===== src/rtl/pcib_pkg.sv =====
package pcib_pkg;
  localparam int DW     = 32;
  localparam int NWIN   = 3;
  localparam int NREG   = 8;
  localparam int WSEL_W = $clog2(NWIN);

  typedef logic [DW-1:0] word_t;

  // window geometry per build variant; base and size in bytes
  function automatic word_t win_base(int variant, int w);
    if (variant == 0) begin
      case (w)
        0:       return 32'h4400_0000;
        1:       return 32'h5000_0000;
        default: return 32'h6000_0000;
      endcase
    end
    case (w)
      0:       return 32'h6300_0000;
      1:       return 32'h6400_0000;
      default: return 32'h6800_0000;
    endcase
  endfunction

  function automatic word_t win_size(int variant, int w);
    if (variant == 0) begin
      case (w)
        0:       return 32'h0C00_0000;
        default: return 32'h1000_0000;
      endcase
    end
    case (w)
      0:       return 32'h0100_0000;
      1:       return 32'h0400_0000;
      default: return 32'h0800_0000;
    endcase
  endfunction
endpackage


===== src/rtl/pcib_regfile.sv =====
module pcib_regfile
  import pcib_pkg::*;
#(
  parameter int ADDR_W = 12
) (
  input  logic                   clk,
  input  logic                   rst_n,
  input  logic                   req_valid,
  output logic                   req_ready,
  input  logic                   req_write,
  input  logic [ADDR_W-1:0]      req_addr,
  input  logic [3:0]             req_be,
  input  word_t                  req_wdata,
  output logic                   rsp_valid,
  input  logic                   rsp_ready,
  output word_t                  rsp_rdata,
  output logic [NWIN-1:0][DW-1:0] imap_o
);
  localparam int IW = $clog2(NREG);

  word_t          regs [NREG];
  logic           fire, hit, full, ok;
  logic [IW-1:0]  idx;

  assign req_ready = !rsp_valid || rsp_ready;
  assign fire      = req_valid && req_ready;
  assign idx       = req_addr[IW+1:2];
  assign hit       = (req_addr[ADDR_W-1:IW+2] == '0) && (req_addr[1:0] == 2'b00);
  assign full      = &req_be;
  assign ok        = hit && full;

  always_ff @(posedge clk or negedge rst_n) begin
    if (!rst_n) begin
      for (int i = 0; i < NREG; i++) regs[i] <= '0;
      rsp_valid <= 1'b0;
      rsp_rdata <= '0;
    end else if (fire) begin
      if (req_write && ok) regs[idx] <= req_wdata;
      rsp_valid <= 1'b1;
      rsp_rdata <= (!req_write && ok) ? regs[idx] : '0;
    end else if (rsp_ready) begin
      rsp_valid <= 1'b0;
    end
  end

  for (genvar w = 0; w < NWIN; w++) begin : g_imap
    assign imap_o[w] = regs[w];
  end

  AST_RSP_AFTER_REQ: assert property (@(posedge clk) disable iff (!rst_n)
    req_valid && req_ready |=> rsp_valid);
  AST_RSP_HOLD: assert property (@(posedge clk) disable iff (!rst_n)
    rsp_valid && !rsp_ready |=> rsp_valid && $stable(rsp_rdata));
  AST_PARTIAL_NO_WRITE: assert property (@(posedge clk) disable iff (!rst_n)
    req_valid && req_ready && req_write && !(&req_be) |=> $stable(imap_o));
  AST_UNMAPPED_NO_WRITE: assert property (@(posedge clk) disable iff (!rst_n)
    req_valid && req_ready && req_write && (req_addr[1:0] != 2'b00)
    |=> $stable(imap_o));
endmodule


===== src/rtl/pcib_xlate.sv =====
module pcib_xlate
  import pcib_pkg::*;
#(
  parameter int VARIANT = 0
) (
  input  logic                    clk,
  input  logic                    rst_n,
  input  logic [NWIN-1:0][DW-1:0] imap_i,
  input  logic                    in_valid,
  output logic                    in_ready,
  input  logic [WSEL_W-1:0]       in_win,
  input  word_t                   in_addr,
  output logic                    out_valid,
  input  logic                    out_ready,
  output word_t                   out_addr
);
  logic [NWIN-1:0][DW-1:0] cand;
  logic [NWIN-1:0]         inrng;
  word_t                   sel;
  logic                    sel_inrng, fire;

  for (genvar w = 0; w < NWIN; w++) begin : g_win
    localparam word_t BASE = win_base(VARIANT, w);
    localparam word_t SIZE = win_size(VARIANT, w);
    word_t off;
    assign off      = in_addr - BASE;
    assign inrng[w] = (in_addr >= BASE) && (off < SIZE);
    if (VARIANT == 0) begin : g_nibble
      logic unused_hi;
      assign unused_hi = ^imap_i[w][DW-1:4];
      assign cand[w]   = {imap_i[w][3:0], {(DW-4){1'b0}}} + off;
    end else begin : g_masked
      assign cand[w] = (imap_i[w] & ~(SIZE - 1)) + off;
    end
  end

  always_comb begin
    sel       = '0;
    sel_inrng = 1'b0;
    for (int w = 0; w < NWIN; w++) begin
      if (in_win == w[WSEL_W-1:0]) begin
        sel       = cand[w];
        sel_inrng = inrng[w];
      end
    end
  end

  assign in_ready = !out_valid || out_ready;
  assign fire     = in_valid && in_ready;

  always_ff @(posedge clk or negedge rst_n) begin
    if (!rst_n) begin
      out_valid <= 1'b0;
      out_addr  <= '0;
    end else if (fire) begin
      out_valid <= 1'b1;
      out_addr  <= sel;
    end else if (out_ready) begin
      out_valid <= 1'b0;
    end
  end

  AST_WIN_LEGAL: assert property (@(posedge clk) disable iff (!rst_n)
    in_valid |-> (in_win < WSEL_W'(NWIN)));
  AST_ADDR_IN_WINDOW: assert property (@(posedge clk) disable iff (!rst_n)
    in_valid |-> sel_inrng);
  AST_XL_HOLD: assert property (@(posedge clk) disable iff (!rst_n)
    out_valid && !out_ready |=> out_valid && $stable(out_addr));
  AST_XL_LATENCY: assert property (@(posedge clk) disable iff (!rst_n)
    in_valid && in_ready |=> out_valid);
endmodule


===== src/rtl/pcib_window_ctl.sv =====
module pcib_window_ctl
  import pcib_pkg::*;
#(
  parameter int VARIANT = 0,
  parameter int ADDR_W  = 12
) (
  input  logic              clk,
  input  logic              rst_n,
  input  logic              reg_req_valid,
  output logic              reg_req_ready,
  input  logic              reg_req_write,
  input  logic [ADDR_W-1:0] reg_req_addr,
  input  logic [3:0]        reg_req_be,
  input  logic [31:0]       reg_req_wdata,
  output logic              reg_rsp_valid,
  input  logic              reg_rsp_ready,
  output logic [31:0]       reg_rsp_rdata,
  input  logic              xl_in_valid,
  output logic              xl_in_ready,
  input  logic [1:0]        xl_in_win,
  input  logic [31:0]       xl_in_addr,
  output logic              xl_out_valid,
  input  logic              xl_out_ready,
  output logic [31:0]       xl_out_addr
);
  logic [NWIN-1:0][DW-1:0] imap;

  pcib_regfile #(.ADDR_W(ADDR_W)) u_regs (
    .clk       (clk),
    .rst_n     (rst_n),
    .req_valid (reg_req_valid),
    .req_ready (reg_req_ready),
    .req_write (reg_req_write),
    .req_addr  (reg_req_addr),
    .req_be    (reg_req_be),
    .req_wdata (reg_req_wdata),
    .rsp_valid (reg_rsp_valid),
    .rsp_ready (reg_rsp_ready),
    .rsp_rdata (reg_rsp_rdata),
    .imap_o    (imap)
  );

  pcib_xlate #(.VARIANT(VARIANT)) u_xlate (
    .clk       (clk),
    .rst_n     (rst_n),
    .imap_i    (imap),
    .in_valid  (xl_in_valid),
    .in_ready  (xl_in_ready),
    .in_win    (xl_in_win),
    .in_addr   (xl_in_addr),
    .out_valid (xl_out_valid),
    .out_ready (xl_out_ready),
    .out_addr  (xl_out_addr)
  );
endmodule


===== config.mk =====
export PLATFORM = sky130hd
export DESIGN_NAME = pcib_window_ctl
export DESIGN_NICKNAME = d
export VERILOG_FILES = /design/src/rtl/pcib_pkg.sv /design/src/rtl/pcib_regfile.sv /design/src/rtl/pcib_xlate.sv /design/src/rtl/pcib_window_ctl.sv
export SDC_FILE = /design/constraint.sdc
export NUM_CORES = 1
export LEC_CHECK = 0
export ABC_AREA = 1
export CORE_UTILIZATION = 45
export CTS_BUF_LIST = sky130_fd_sc_hd__clkbuf_8
export CTS_CLUSTER_SIZE = 8
export DETAILED_ROUTE_END_ITERATION = 8
export GPL_ROUTABILITY_DRIVEN = 0
export PLACE_DENSITY = 0.68
export SYNTH_ARGS = -nofsm -noshare
export SYNTH_HDL_FRONTEND = slang
export SYNTH_SLANG_ARGS = --single-unit

===== constraint.sdc =====
create_clock -name clk -period 1.6 [get_ports clk]
set_input_delay 0.16 -clock clk [delete_from_list [all_inputs] [get_ports clk]]
set_output_delay 0.16 -clock clk [all_outputs]
set_load 0.03 [all_outputs]

==> results of run 1 <==
[power by group]
part / internal [W] / leakage (nW) / switching [W]
Sequential: 0.00827 / 4.45 / 0.0000660
Clock: 0.00401 / 0.635 / 0.00364
Combinational: 0.000797 / 6.46 / 0.00148
[cell families after synthesis]
group           Yosys count  synth area share [%]
compound gates           81                  2.63
fa+ha+maj                18                  1.56
xor+xnor                  3                 0.165
simple gates           1451                  37.3
buf+inv                 241                  7.71
flops                   322                  50.6
[cell type report]
type	count	area, µm²
fillers	2377	9990
clock inverters	23	113
multi-input cells	1553	9490
repair buffers	399	5130
clock buffers	72	991
inverters	73	277
flip-flops and latches	322	8060
well taps	455	569
[placed cells by master, fill, tap and decap left out, types with 72 or more instances in the layout]
cell type	n
nand2_2	206
clkbuf_8	72
clkdlybuf4s50_1	86
nand2_4	130
nand3_1	143
nor2_1	91
buf_4	103
nand3_2	207
dfrtp_1	321
buf_12	87
inv_1	78
nand2_1	649
[worst paths after layout]
kind	from	to	slack, ns	cells past startpoint
min reg2reg	u_regs.rsp_rdata[6]	u_regs.rsp_rdata[6]	0.47	2
max	u_regs.rsp_valid	u_regs.imap_o[30]	-0.40	12
max reg2reg	u_regs.rsp_valid	u_regs.imap_o[30]	-0.40	12
min	xl_in_addr[14]	u_xlate.out_addr[14]	0.08	3
max in group asynchronous	rst_n	u_regs.regs[99]	0.25	3
min in group asynchronous	rst_n	u_regs.regs[125]	0.15	3
[flip-flops by register name, indices dropped and copies added (netlist names)]
signal and flops:
u_regs.rsp_valid 1, u_regs.regs 160, u_xlate.out_valid 1, u_xlate.out_addr 32
u_regs.imap_o 96, u_regs.rsp_rdata 32
[critical path, cell delays in order (launching register included)]
cell and delay (ns):
dfrtp_2 0.43, nand2_4 0.08, nand2_4 0.05, nor2_4 0.09
nand3_4 0.12, buf_12 0.16, nor2_4 0.20, buf_12 0.18
buf_12 0.12, nand2_8 0.10, buf_12 0.19, nand2_2 0.06
nand2_1 0.07
[per-layer routing]
layer / routed length, µm / vias up / GRT usage (%)
met5: 0 / - / 0
met4: 3470 / 0 / 16.1
met3: 5610 / 298 / 6.60
met2: 28900 / 955 / 50.9
met1: 23200 / 8141 / 40.7
li1: - / 7270 / -
[metrics by stage]
| stage | utilization [%] | setup WS (ns) |
|---|---|---|
| floorplan | - | -0.152 |
| global route | 71.1 | -0.474 |
| detailed placement | 55.8 | -0.610 |
| finish | 71.1 | -0.404 |
| global placement | 55.8 | -0.553 |
| CTS | 67.6 | -0.257 |
[what timing repair did]
item	4_1_cts	5_1_grt
gates resized for setup	450	445
cloned	41	5
endpoints found under the hold margin	322	0
setup buffers	43	16
setup endpoints to repair	328	323
pin swaps	170	103
hold buffers	2	0
==> results.json, run 1 <==
{
  "antennaDiodeCount": 0,
  "skew_ns": 0.0486,
  "track_usage_pct": 31.8,
  "slew_headroom_pct": 47.8,
  "period_needed_ns": 2.00,
  "rsz0062_at_grt": "yes",
  "clock_latency_ns": 0.68,
  "core_area_um2": 34600,
  "ys_ff_latch": 322,
  "finalHoldViolations": 0,
  "critPathArrivalTime_ns": 2.54,
  "synth_common_cells": "nand2_1, nand3_1, dfrtp_1",
  "initial_core_util_pct": 46.0,
  "async_reset_ff_share_pct": 100,
  "netlist_area_um2": 15900,
  "power.total_w": 0.0183,
  "cts.sinks": 322,
  "syn_avg_cell_area_um2": 7.52,
  "hp-class": "input port to flop",
  "synth-edff-count": 0,
  "synth.top_cell.area_share_pct": 50.6,
  "vdd_drop_max_v": 0.000714,
  "htreeDepth": 2,
  "grt-ovfl-total": 0,
  "drv_cap": 0,
  "whs_ns": 0.0800,
  "slew_violations": 0,
  "cts_root_buf": "clkbuf_8",
  "final_cell_count_no_fill": 2897,
  "layout_setup_ws_ns": -0.404,
  "final_cell_area_um2": 24600,
  "yosys_warnings": 0,
  "path_class": "flop to flop",
  "viasPerCell": 5.75,
  "max_freq_mhz": 499,
  "synth.most_common_cell": "nand2_1",
  "grt_pass1_vias": 16416,
  "wire_per_inst_um": 21.1,
  "cts_tree": "yes",
  "dr.pass1.iters": 6,
  "wl_um": 61200,
  "ys_dominant_reg_cell": "dfrtp_1",
  "status": "finished, violations left",
  "yosysUniqueCellTypes": 28,
  "die_area_um2": 36100,
  "antenna_left": 0,
  "layout.nets": 2511,
  "drt_iter0_drc": 1761,
  "failed_checks": "negative setup slack",
  "setup_viol": 259,
  "portBuffers": 156,
  "io_pins": 157,
  "layout-drive-gt1-share_pct": 38.0,
  "die_y_um": 190,
  "p_leak_nw": 11.5,
  "antenna_found_initial": 0,
  "die_x_um": 190,
  "required_ns": 2.13,
  "drc": 0,
  "placed_area_um2": 19300,
  "cellPowerDensity_nw_per_um2": 741,
  "start_kind": "flop",
  "cts_buffers": 55,
  "placed_cells": 2716,
  "dpl.hpwl_um": 28600,
  "yosysSeqAreaShare_pct": 50.6,
  "grt_max_degree": 59,
  "worst_slew_pin_slew_ns": 0.781,
  "syn2layout_area_growth_pct": 54.8,
  "clockBufferDepth": 3,
  "synth_nets": 2223,
  "syn_inst": 2116,
  "synth_area_leader_cell": "dfrtp_1",
  "clk_pin_slew_ns": 0.07,
  "grt_pass1_wl_um": 89500,
  "cp-end-kind": "flop",
  "tns_ns": -65.00,
  "rows": 68,
  "synth.area.top_cells": "dfrtp_1, nand2_1, nand3_1",
  "via_count": 16664,
  "post-route-period-util_pct": 125,
  "worstPathMaxFanout": 8
}
Power figures use the tool's default switching activity.
==> inputs of run 2 (changes only) <==
- CTS_BUF_LIST: sky130_fd_sc_hd__clkbuf_8 -> not set
- PLACE_DENSITY: 0.68 -> 0.65
- clock period: 1.6 -> 2 ns (I/O delays scaled with it)
==> run 2 against run 1 <==
  * The run still ends with negative setup slack left
  * Routed wire length fell by 28%
  * Flip-flop and latch count did not move
  * Worst hold slack improved by 0.083 ns
  * Critical endpoint is now u_xlate.out_addr[31]
  * Highest routed layer unchanged
==> results.json, run 2 (synthesis gave the netlist of run 1 again) <==
{
  "die_y_um": 190,
  "critPathArrivalTime_ns": 2.48,
  "antenna_found_initial": 1,
  "power.total_w": 0.0149,
  "layout-drive-gt1-share_pct": 7.40,
  "slew_headroom_pct": 57.1,
  "htreeDepth": 2,
  "max_freq_mhz": 489,
  "cts.sinks": 322,
  "vdd_drop_max_v": 0.000621,
  "antenna_left": 0,
  "cts_root_buf": "clkbuf_16",
  "drt_iter0_drc": 1337,
  "io_pins": 157,
  "initial_core_util_pct": 46.0,
  "grt_pass1_vias": 13990,
  "setup_viol": 1,
  "layout_commonest_cell": "nand2_1",
  "largest_reg_flops": 160,
  "wl_um": 43900,
  "final_util_pct": 56.1,
  "final_cell_area_um2": 19400,
  "layout_common_cells": "nand2_1, nand3_1, dfrtp_1",
  "clock_latency_ns": 0.54,
  "n_fill_cell": 3250,
  "cts_tree": "yes",
  "die_area_um2": 36100,
  "syn2layout_area_growth_pct": 22.1,
  "layout_setup_ws_ns": -0.0458,
  "worst_slew_pin_slew_ns": 0.643,
  "period_needed_ns": 2.05,
  "dr.pass1.iters": 6,
  "start_kind": "flop",
  "core_area_um2": 34600,
  "placed_area_um2": 18200,
  "clk_pin_slew_ns": 0.05,
  "finalHoldViolations": 0,
  "p_leak_nw": 9.90,
  "portBuffers": 156,
  "die_x_um": 190,
  "worstPathMaxFanout": 3,
  "grt_max_degree": 133,
  "grt-ovfl-total": 0,
  "status": "finished, violations left",
  "cts_buffers": 46,
  "rsz0062_at_grt": "yes",
  "top_register": "u_regs.regs",
  "failed_checks": "negative setup slack",
  "drc": 0,
  "grt_pass1_wl_um": 73000,
  "dpl.hpwl_um": 27000,
  "cp-end-kind": "flop",
  "wire_per_inst_um": 16.3,
  "slew_violations": 0,
  "clockBufferDepth": 3,
  "drv_cap": 0,
  "hp-class": "input port to asynchronous set/reset pin",
  "layout.nets": 2349,
  "viasPerCell": 5.22,
  "via_count": 14079,
  "skew_ns": 0.0128,
  "cellPowerDensity_nw_per_um2": 769,
  "path_class": "flop to flop",
  "rows": 68,
  "post-route-period-util_pct": 102,
  "track_usage_pct": 25.1,
  "required_ns": 2.44
}
==> run 2: cell types whose count changed in the layout (fill, tap and decap cells not counted), sizes merged <==
cell,change
clkdlybuf4s50,+67
diode,+1
dlygate4sd3,-1
clkbuf,-42
clkdlybuf4s15,-39
dlygate4sd2,-14
buf,-150
clkinv,-6
inv,-15
==> run 2: repair_timing <==
item / CTS / global route
hold endpoints to repair: 218 / 0
gates resized for setup: 2 / 14
buffers inserted: 0 / 3
setup endpoints to repair: 2 / 1
pin swaps: 0 / 16
hold buffers: 1 / 0
==> run 2: final timing paths <==
check | cells past startpoint | from | slack (ns) | end
min in group clk | 3 | xl_in_addr[9] | 0.25 | u_xlate.out_addr[9]
max reg2reg | 14 | u_regs.imap_o[65] | -0.05 | u_xlate.out_addr[31]
max | 14 | u_regs.imap_o[65] | -0.05 | u_xlate.out_addr[31]
min reg2reg | 2 | u_regs.regs[25] | 0.47 | u_regs.regs[25]
min | 2 | rst_n | 0.16 | u_xlate.out_addr[23]
max in group asynchronous | 3 | rst_n | 1.04 | u_regs.regs[21]
==> run 2: worst max-delay path, stage by stage, from the launching register on <==
cell	delay, ns
dfrtp_1	0.35
inv_2	0.07
ha_4	0.26
inv_2	0.04
ha_4	0.15
fa_2	0.39
inv_2	0.08
nand2_1	0.06
nand2_1	0.08
nand2_1	0.07
nand2_1	0.07
nand2_1	0.07
nand3_2	0.08
nor2_2	0.05
nor2_1	0.16
==> run 2: per-stage QoR <==
step	setup TNS (ns)	cells	setup WS [ns]	hold slack, ns
2_1_floorplan	0	2116	0.208	-0.0956
3_3_place_gp	-6.00	2645	-0.250	0.129
3_5_place_dp	-15.24	2645	-0.290	0.126
4_1_cts	0	2694	0.0184	0.166
5_1_grt	-0.126	2698	-0.126	0.188
6_report	-0.0458	2698	-0.0458	0.163
==> run 2: area by class of cell <==
type                       count  area, µm²  share of cell area, %
timing repair buffer         246       2650                   13.7
clock buffer                  46       1150                   5.92
tap                          455        569                   2.93
clock inverter                 2       25.0                  0.129
multi-input combinational   1553       6700                   34.5
sequential                   322       8060                   41.5
antenna                        1       2.50                 0.0129
inverter                      73        274                   1.41
==> run 2: routing by layer <==
| metal | vias up | track usage [%] | share of wire (%) |
|---|---|---|---|
| met5 | - | 0 | 0 |
| met4 | 0 | 7.63 | 2.2 |
| met3 | 71 | 3.14 | 5.1 |
| met2 | 413 | 41.5 | 48 |
| met1 | 6733 | 34.2 | 45 |
| li1 | 6862 | - | - |
==> run 2: report_power, final <==
| part | switching [W] | internal (W) |
|---|---|---|
| logic | 0.00101 | 0.000596 |
| clock network | 0.00263 | 0.00402 |
| registers | 0.0000536 | 0.00663 |
| total | 0.00370 | 0.0112 |
